File: config.mk
export PLATFORM = sky130hd
export DESIGN_NAME = spi_addr_dispatch
export DESIGN_NICKNAME = d
export VERILOG_FILES = /design/src/rtl/spi_disp_pkg.sv /design/src/rtl/spi_disp_sync.sv /design/src/rtl/spi_disp_addr.sv /design/src/rtl/spi_disp_decode.sv /design/src/rtl/spi_addr_dispatch.sv
export SDC_FILE = /design/constraint.sdc
export NUM_CORES = 1
export LEC_CHECK = 0
export ABC_AREA = 1
export CAP_MARGIN = 40
export CELL_PAD_IN_SITES_DETAIL_PLACEMENT = 1
export CELL_PAD_IN_SITES_GLOBAL_PLACEMENT = 1
export CORE_MARGIN = 1.5
export CORE_UTILIZATION = 24
export CTS_BUF_LIST = sky130_fd_sc_hd__clkbuf_8
export DETAILED_ROUTE_END_ITERATION = 8
export DONT_BUFFER_PORTS = 1
export PLACE_DENSITY = 0.49
export SYNTH_ARGS = -nofsm -noshare
export SYNTH_HDL_FRONTEND = slang
export SYNTH_SLANG_ARGS = --single-unit
File: constraint.sdc
create_clock -name clk_i -period 2.3 [get_ports clk_i]
set_clock_uncertainty 0.1 [all_clocks]
set_input_delay 0.575 -clock clk_i [delete_from_list [all_inputs] [get_ports clk_i]]
set_output_delay 0.575 -clock clk_i [all_outputs]
set_load 0.02 [all_outputs]
File: src/rtl/spi_disp_pkg.sv
package spi_disp_pkg;
  localparam int unsigned ADDR_W = 8;
  localparam int unsigned CNT_W  = $clog2(ADDR_W + 1);
  typedef logic [ADDR_W-1:0] addr_t;
  typedef logic [CNT_W-1:0]  cnt_t;
  typedef enum logic {PH_ADDR = 1'b0, PH_DATA = 1'b1} phase_e;
endpackage

File: src/rtl/spi_disp_sync.sv
module spi_disp_sync #(
  parameter int unsigned        WIDTH     = 1,
  parameter logic [WIDTH-1:0]   RESET_VAL = '0
) (
  input  logic             clk_i,
  input  logic             rst_ni,
  input  logic [WIDTH-1:0] d_i,
  output logic [WIDTH-1:0] q_o
);
  logic [WIDTH-1:0] meta_q, sync_q;

  always_ff @(posedge clk_i or negedge rst_ni) begin
    if (!rst_ni) begin
      meta_q <= RESET_VAL;
      sync_q <= RESET_VAL;
    end else begin
      meta_q <= d_i;
      sync_q <= meta_q;
    end
  end

  assign q_o = sync_q;
endmodule

File: src/rtl/spi_disp_addr.sv
module spi_disp_addr
  import spi_disp_pkg::*;
(
  input  logic  clk_i,
  input  logic  rst_ni,
  input  logic  sclk_s_i,
  input  logic  mosi_s_i,
  input  logic  cs_ns_i,
  output addr_t addr_o,
  output logic  addr_vld_o
);
  logic   sclk_q;
  logic   sclk_rise;
  cnt_t   cnt_q;
  addr_t  shift_q, addr_q;
  addr_t  shift_nxt;
  phase_e phase_q;

  assign sclk_rise = sclk_s_i & ~sclk_q;
  assign shift_nxt = {shift_q[ADDR_W-2:0], mosi_s_i};

  always_ff @(posedge clk_i or negedge rst_ni) begin
    if (!rst_ni) sclk_q <= 1'b0;
    else         sclk_q <= sclk_s_i;
  end

  always_ff @(posedge clk_i or negedge rst_ni) begin
    if (!rst_ni) begin
      cnt_q   <= '0;
      shift_q <= '0;
      addr_q  <= '0;
      phase_q <= PH_ADDR;
    end else if (cs_ns_i) begin
      // idle or end of access: restart the address count
      cnt_q   <= '0;
      shift_q <= '0;
      addr_q  <= '0;
      phase_q <= PH_ADDR;
    end else if (sclk_rise && phase_q == PH_ADDR) begin
      shift_q <= shift_nxt;
      cnt_q   <= cnt_q + cnt_t'(1);
      if (cnt_q == cnt_t'(ADDR_W - 1)) begin
        addr_q  <= shift_nxt;
        phase_q <= PH_DATA;
      end
    end
  end

  assign addr_o     = addr_q;
  assign addr_vld_o = (phase_q == PH_DATA);

  AST_NO_EARLY_ADDR: assert property (@(posedge clk_i) disable iff (!rst_ni)
    (!cs_ns_i && phase_q == PH_ADDR && cnt_q < cnt_t'(ADDR_W - 1)) |=> (phase_q == PH_ADDR));
  AST_ADDR_HOLD: assert property (@(posedge clk_i) disable iff (!rst_ni)
    (phase_q == PH_DATA && !cs_ns_i) |=> ($stable(addr_q) && phase_q == PH_DATA));
  AST_END_CLEAR: assert property (@(posedge clk_i) disable iff (!rst_ni)
    cs_ns_i |=> (phase_q == PH_ADDR && cnt_q == '0));
endmodule

File: src/rtl/spi_disp_decode.sv
module spi_disp_decode
  import spi_disp_pkg::*;
#(
  parameter int unsigned NUM_SEL = 16
) (
  input  logic               clk_i,
  input  logic               rst_ni,
  input  addr_t              addr_i,
  input  logic               addr_vld_i,
  input  logic [NUM_SEL-1:0] slave_miso_i,
  output logic [NUM_SEL-1:0] slave_cs_no,
  output logic               miso_o
);
  logic [NUM_SEL-1:0] cs_nq;

  for (genvar i = 0; i < NUM_SEL; i++) begin : g_sel
    always_ff @(posedge clk_i or negedge rst_ni) begin
      if (!rst_ni) cs_nq[i] <= 1'b1;
      else         cs_nq[i] <= !(addr_vld_i && addr_i == addr_t'(i));
    end
  end

  assign slave_cs_no = cs_nq;
  // route back only the line of the slave whose select is low
  assign miso_o      = |(~cs_nq & slave_miso_i);

  AST_ONE_SEL: assert property (@(posedge clk_i) disable iff (!rst_ni)
    $onehot0(~cs_nq));
  AST_OOR_NONE: assert property (@(posedge clk_i) disable iff (!rst_ni)
    (addr_vld_i && int'(addr_i) >= int'(NUM_SEL)) |=> (&cs_nq));
  AST_MISO_QUIET: assert property (@(posedge clk_i) disable iff (!rst_ni)
    (&cs_nq) |-> !miso_o);
  AST_ADDR_GONE: assert property (@(posedge clk_i) disable iff (!rst_ni)
    !addr_vld_i |=> (&cs_nq));
endmodule

File: src/rtl/spi_addr_dispatch.sv
module spi_addr_dispatch
  import spi_disp_pkg::*;
#(
  parameter int unsigned NUM_SEL = 16
) (
  input  logic               clk_i,
  input  logic               rst_ni,
  input  logic               sclk_i,
  input  logic               mosi_i,
  input  logic               cs_ni,
  output logic               miso_o,
  output logic [NUM_SEL-1:0] slave_cs_no,
  input  logic [NUM_SEL-1:0] slave_miso_i
);
  logic [2:0] spi_s;
  addr_t      addr;
  logic       addr_vld;

  spi_disp_sync #(
    .WIDTH    (3),
    .RESET_VAL(3'b100)
  ) u_sync (
    .clk_i (clk_i),
    .rst_ni(rst_ni),
    .d_i   ({cs_ni, sclk_i, mosi_i}),
    .q_o   (spi_s)
  );

  spi_disp_addr u_addr (
    .clk_i     (clk_i),
    .rst_ni    (rst_ni),
    .sclk_s_i  (spi_s[1]),
    .mosi_s_i  (spi_s[0]),
    .cs_ns_i   (spi_s[2]),
    .addr_o    (addr),
    .addr_vld_o(addr_vld)
  );

  spi_disp_decode #(
    .NUM_SEL(NUM_SEL)
  ) u_decode (
    .clk_i       (clk_i),
    .rst_ni      (rst_ni),
    .addr_i      (addr),
    .addr_vld_i  (addr_vld),
    .slave_miso_i(slave_miso_i),
    .slave_cs_no (slave_cs_no),
    .miso_o      (miso_o)
  );

  AST_RESET_IDLE: assert property (@(posedge clk_i) disable iff (!rst_ni)
    $past(!rst_ni) |-> (&slave_cs_no && !miso_o));
endmodule

* Yosys cells after proc, flatten, opt, wreduce, memory -nomap -nowiden
Index checks and enable logic that the tools add are counted.
Storage, ports and cells: logic and storage cells 93, flip-flop bits (word level) 43, bits of input ports 21
Operators by class: reduce and logical (&&, ||, !) cells 38, equal/unequal tests 16, $add $sub $neg 1, muxes and demuxes 10, bitwise logic cells 5
Operators by type and width (number):
- $eq A8 B4 Y1 const B | 8
- $eq A8 B3 Y1 const B | 4
- $mux W8 | 3
- $logic_and A1 B1 Y1 | 17
- $and A16 B16 Y16 | 1
- $eq A8 B2 Y1 const B | 2
- $logic_not A1 Y1 | 16
- $not A16 Y16 | 1
- $reduce_or A16 Y1 | 1
- $mux W7 | 2
- $eq A8 B1 Y1 const B | 1
- $logic_not A8 Y1 | 1
- $mux W4 | 2
- $add A4 B1 Y4 const B | 1
- $eq A4 B3 Y1 const B | 1
- $reduce_bool A2 Y1 | 2
- $mux W1 | 3
- $not A1 Y1 | 2
- $reduce_and A2 Y1 | 1
- $and A1 B1 Y1 | 1

* Logic depth before layout (Yosys ltp)
word-level depth 5, mapped depth 7

* Modules after synthesis
A second synthesis with hierarchy kept.
Second synthesis, totals: cell total of the unflattened synthesis 220, area, all modules 1878.1 um^2
By module, submodules not included:
- spi_disp_addr | cells an instance 111, instances 1, area each 955.9 um^2, sequential area each 525.5 um^2
- spi_disp_decode | cells an instance 103, instances 1, area each 769.5 um^2, sequential area each 420.4 um^2
- spi_disp_sync | cells an instance 6, instances 1, area each 152.6 um^2, sequential area each 152.6 um^2

* Worst setup path after synthesis
No wires, ideal clock.
path kind register to output, from register u_decode.cs_nq[12], in the netlist u_decode.slave_cs_no[12], to output port miso_o, setup slack 0.614 ns, stages on the path, launching flop included 8, path buffers 0, data required time 1.625 ns, arrival time 1.011 ns, cell sequence dfstp_2 inv_1 nand2_1 nand2_1 inv_1 nand2_1 nor2_1 nand2_1
Between the ends: cells in the longest elaborated chain, start to end 3
RTL lines:
- start, declared | line spi_disp_decode.sv:14 | logic [NUM_SEL-1:0] cs_nq;
- start signal, assigned by index | line spi_disp_decode.sv:19 | else cs_nq[i] <= !(addr_vld_i && addr_i == addr_t'(i));
- $not A16 Y16 | line spi_disp_decode.sv:25 | assign miso_o = |(~cs_nq & slave_miso_i);
- $and A16 B16 Y16 | line spi_disp_decode.sv:25
- $reduce_or A16 Y1 | line spi_disp_decode.sv:25
- end, declared | line spi_addr_dispatch.sv:11 | output logic miso_o,
No other way between the ends.

* Final worst setup path
Ends and elaborated chain as after synthesis.

==> results.cfg <==
[clock_network]
h-tree-depth = 2
cts_max_path_buffers = 2
ctsHoldBuffers = 2
cts_buffers = 5
clk_pin_slew_ps = 80
numClockSinks = 43
post_cts_buffers = 0
cts-root-buf = clkbuf_8
cts_resized = 0
clk_latency_ps = 290
cts_tree = yes

[status]
status = complete, no violations

[synth]
async_reset_ff_frac = 1.000
synth_commonest_cells = nand2_1, inv_1, dfrtp_1
synth.most_common_cell = nand2_1
syn-cell-area_um2 = 1836
synth_edf_count = 0
syn_inst = 212
yosys_warnings = 0
synth.distinct_cells = 19
syn_area_per_cell_um2 = 8.658
yosysSeqAreaShare = 0.5985
synth-main-ff-cell = dfrtp_1
synth_top_cell_area_share = 0.3408
yosys-top-cells-area = dfrtp_1, dfstp_2, nand2_1
synth_nets = 234
synth_top_cell_by_area = dfrtp_1
ys_seq_elements = 43

[setup_path]
crit_path_start_kind = flop
crit_fanout = 2
max_stage_delay_ps = 600
crit_arrival_ps = 1400
cpMostUsedCell = nand2_1
cp-end-kind = output pin
cp.required_ps = 1620
path_class = reg -> out
crit_slowest_cell = dfstp_2
crit_path_cell_trace = inv_1, nand2_1, nand2_1, inv_1, nand2_1, nor2_1, nand2_1
rr_worst_depth = 3

[grt]
antenna_found_initial = 0
grt_max_degree = 26
grt_pass1_wl_um = 6644
track_usage = 0.1019
grt_pass1_vias = 1337
grt.overflow.total = 0

[sta]
worstMarginPinSlew_ps = 440.9
tns_ps = 0
fmax_mhz = 482.3
setup_viol = 0
layout_min_cycle_time_ps = 2073
rsz0062_at_grt = no
report.final.hold_viol_count = 0
slew_violations = 0
slew_headroom = 0.7038
finalCritPeriodShare = 0.9015

[detailed_routing]
drc = 0
ant_nets = 0
highest_layer = met4
post_drt_wl_per_cell_um = 11.76
wl_um = 3786
dr.pass1.iters = 4
met2_length_um = 1747
wl_met3_um = 206
num_vias = 1300
route.layer.met1.wl_um = 1784
via_per_inst = 4.037
dr.first_iter.drc_count = 24

[power]
pwr_density_cell_nw_per_um2 = 608.2
leakagePower_nw = 1.122
peakVddDrop_uv = 163.8

[floorplanning]
initial_core_util = 0.2504
num_rows = 31
fp.dieW_um = 90.45
dieArea_um2 = 8181
core_area_um2 = 7331
ios = 38
die-height_um = 90.45

[layout]
fin_nets = 244
area_growth_pct = 13.50
drive_gt1_frac = 0.1435
antenna_cells = 0
final_cells = 322

[job]
drv_cap = 0

[place]
dp_hpwl_um = 2676
io_buffers = 0
place_inst = 310
gp_congestion = 0.7138

[worst_hold_path]
hp-class = in -> async
-- final timing paths --
path                                       endpoint                startpoint  slack (ps)
max reg2reg                       u_addr.shift_q[3]             u_sync.q_o[2]         880
min reg2reg                           u_sync.q_o[0]          u_sync.meta_q[0]         250
max                                          miso_o  u_decode.slave_cs_no[12]         230
min                        u_decode.slave_cs_no[13]                    rst_ni          20
max in group asynchronous          u_addr.addr_o[4]                    rst_ni        1340
min in group clk_i                 u_sync.meta_q[2]                     cs_ni         170
-- cells in the final DEF, fill, tap and decap left out, drive strengths merged --
cell type and count:
nand3 22, dfrtp 25, ha 1, xor2 2, buf 1, nor3 1, clkbuf 5, inv 43
clkinv 1, nor2 25, nand4 1, dfstp 18, dlygate4sd3 3, o21ai 6, nand2 69
-- state kept, by name, indices dropped and copies added (netlist names) --
name                  flops
u_addr.shift_q            7
u_addr.addr_o             8
u_decode.slave_cs_no     16
u_sync.meta_q             3
u_sync.q_o                3
u_addr.addr_vld_o         1
u_addr.cnt_q              4
u_addr.sclk_q             1
-- per-layer routing --
metal / GRT usage / up-vias
met1: 0.1274 / 612
met3: 0.03956 / 5
li1: - / 649
met5: 0 / -
met2: 0.1597 / 34
met4: 0.03571 / 0
-- logic make-up (layout without fill, tap and decap cells) --
family                     after synthesis  after routing  synth area share
and+or+nand+nor                        118            118            0.2808
DFF                                     43             43            0.5985
buffers and inverters                   42             53           0.08793
AOI/OAI and AO/OA                        6              6           0.01636
xor gates and xnor gates                 2              2          0.009545
adders and majority gates                1              1          0.006816
-- per-stage QoR --
stage	hold slack [ps]	power [mW]	worst slack [ps]	instance area (um^2)	util
floorplan	179.4	0.8072	614.1	1836	-
global placement	180.5	0.8136	511.4	1952	0.2663
detailed placement	180.7	0.8140	512.7	1952	0.2663
CTS	5.069	1.295	183.7	2063	0.2814
global route	1.840	1.337	99.87	2083	0.2842
finish	24.78	1.267	226.6	2083	0.2842
-- layout make-up --
type | count | area (um^2)
repair buffers | 4 | 50.05
fillers | 892 | 5248
flip-flops and latches | 43 | 1099
clock inverters | 3 | 12.51
multi-input cells | 127 | 575.6
well taps | 99 | 123.9
inverters | 41 | 153.9
clock buffers | 5 | 68.82
-- worst max-delay path, delay by kind of cell, from the launching register on --
family / cells / cell delay, ps
simple gates: 5 / 410
buf+inv: 2 / 100
flops: 1 / 600
-- power breakdown --
group,switching [mW],internal (mW)
clock network,0.245,0.204
registers,0.00795,0.768
logic,0.0282,0.0134
total,0.281,0.986
Note: power is estimated with default switching activity, not from simulation.
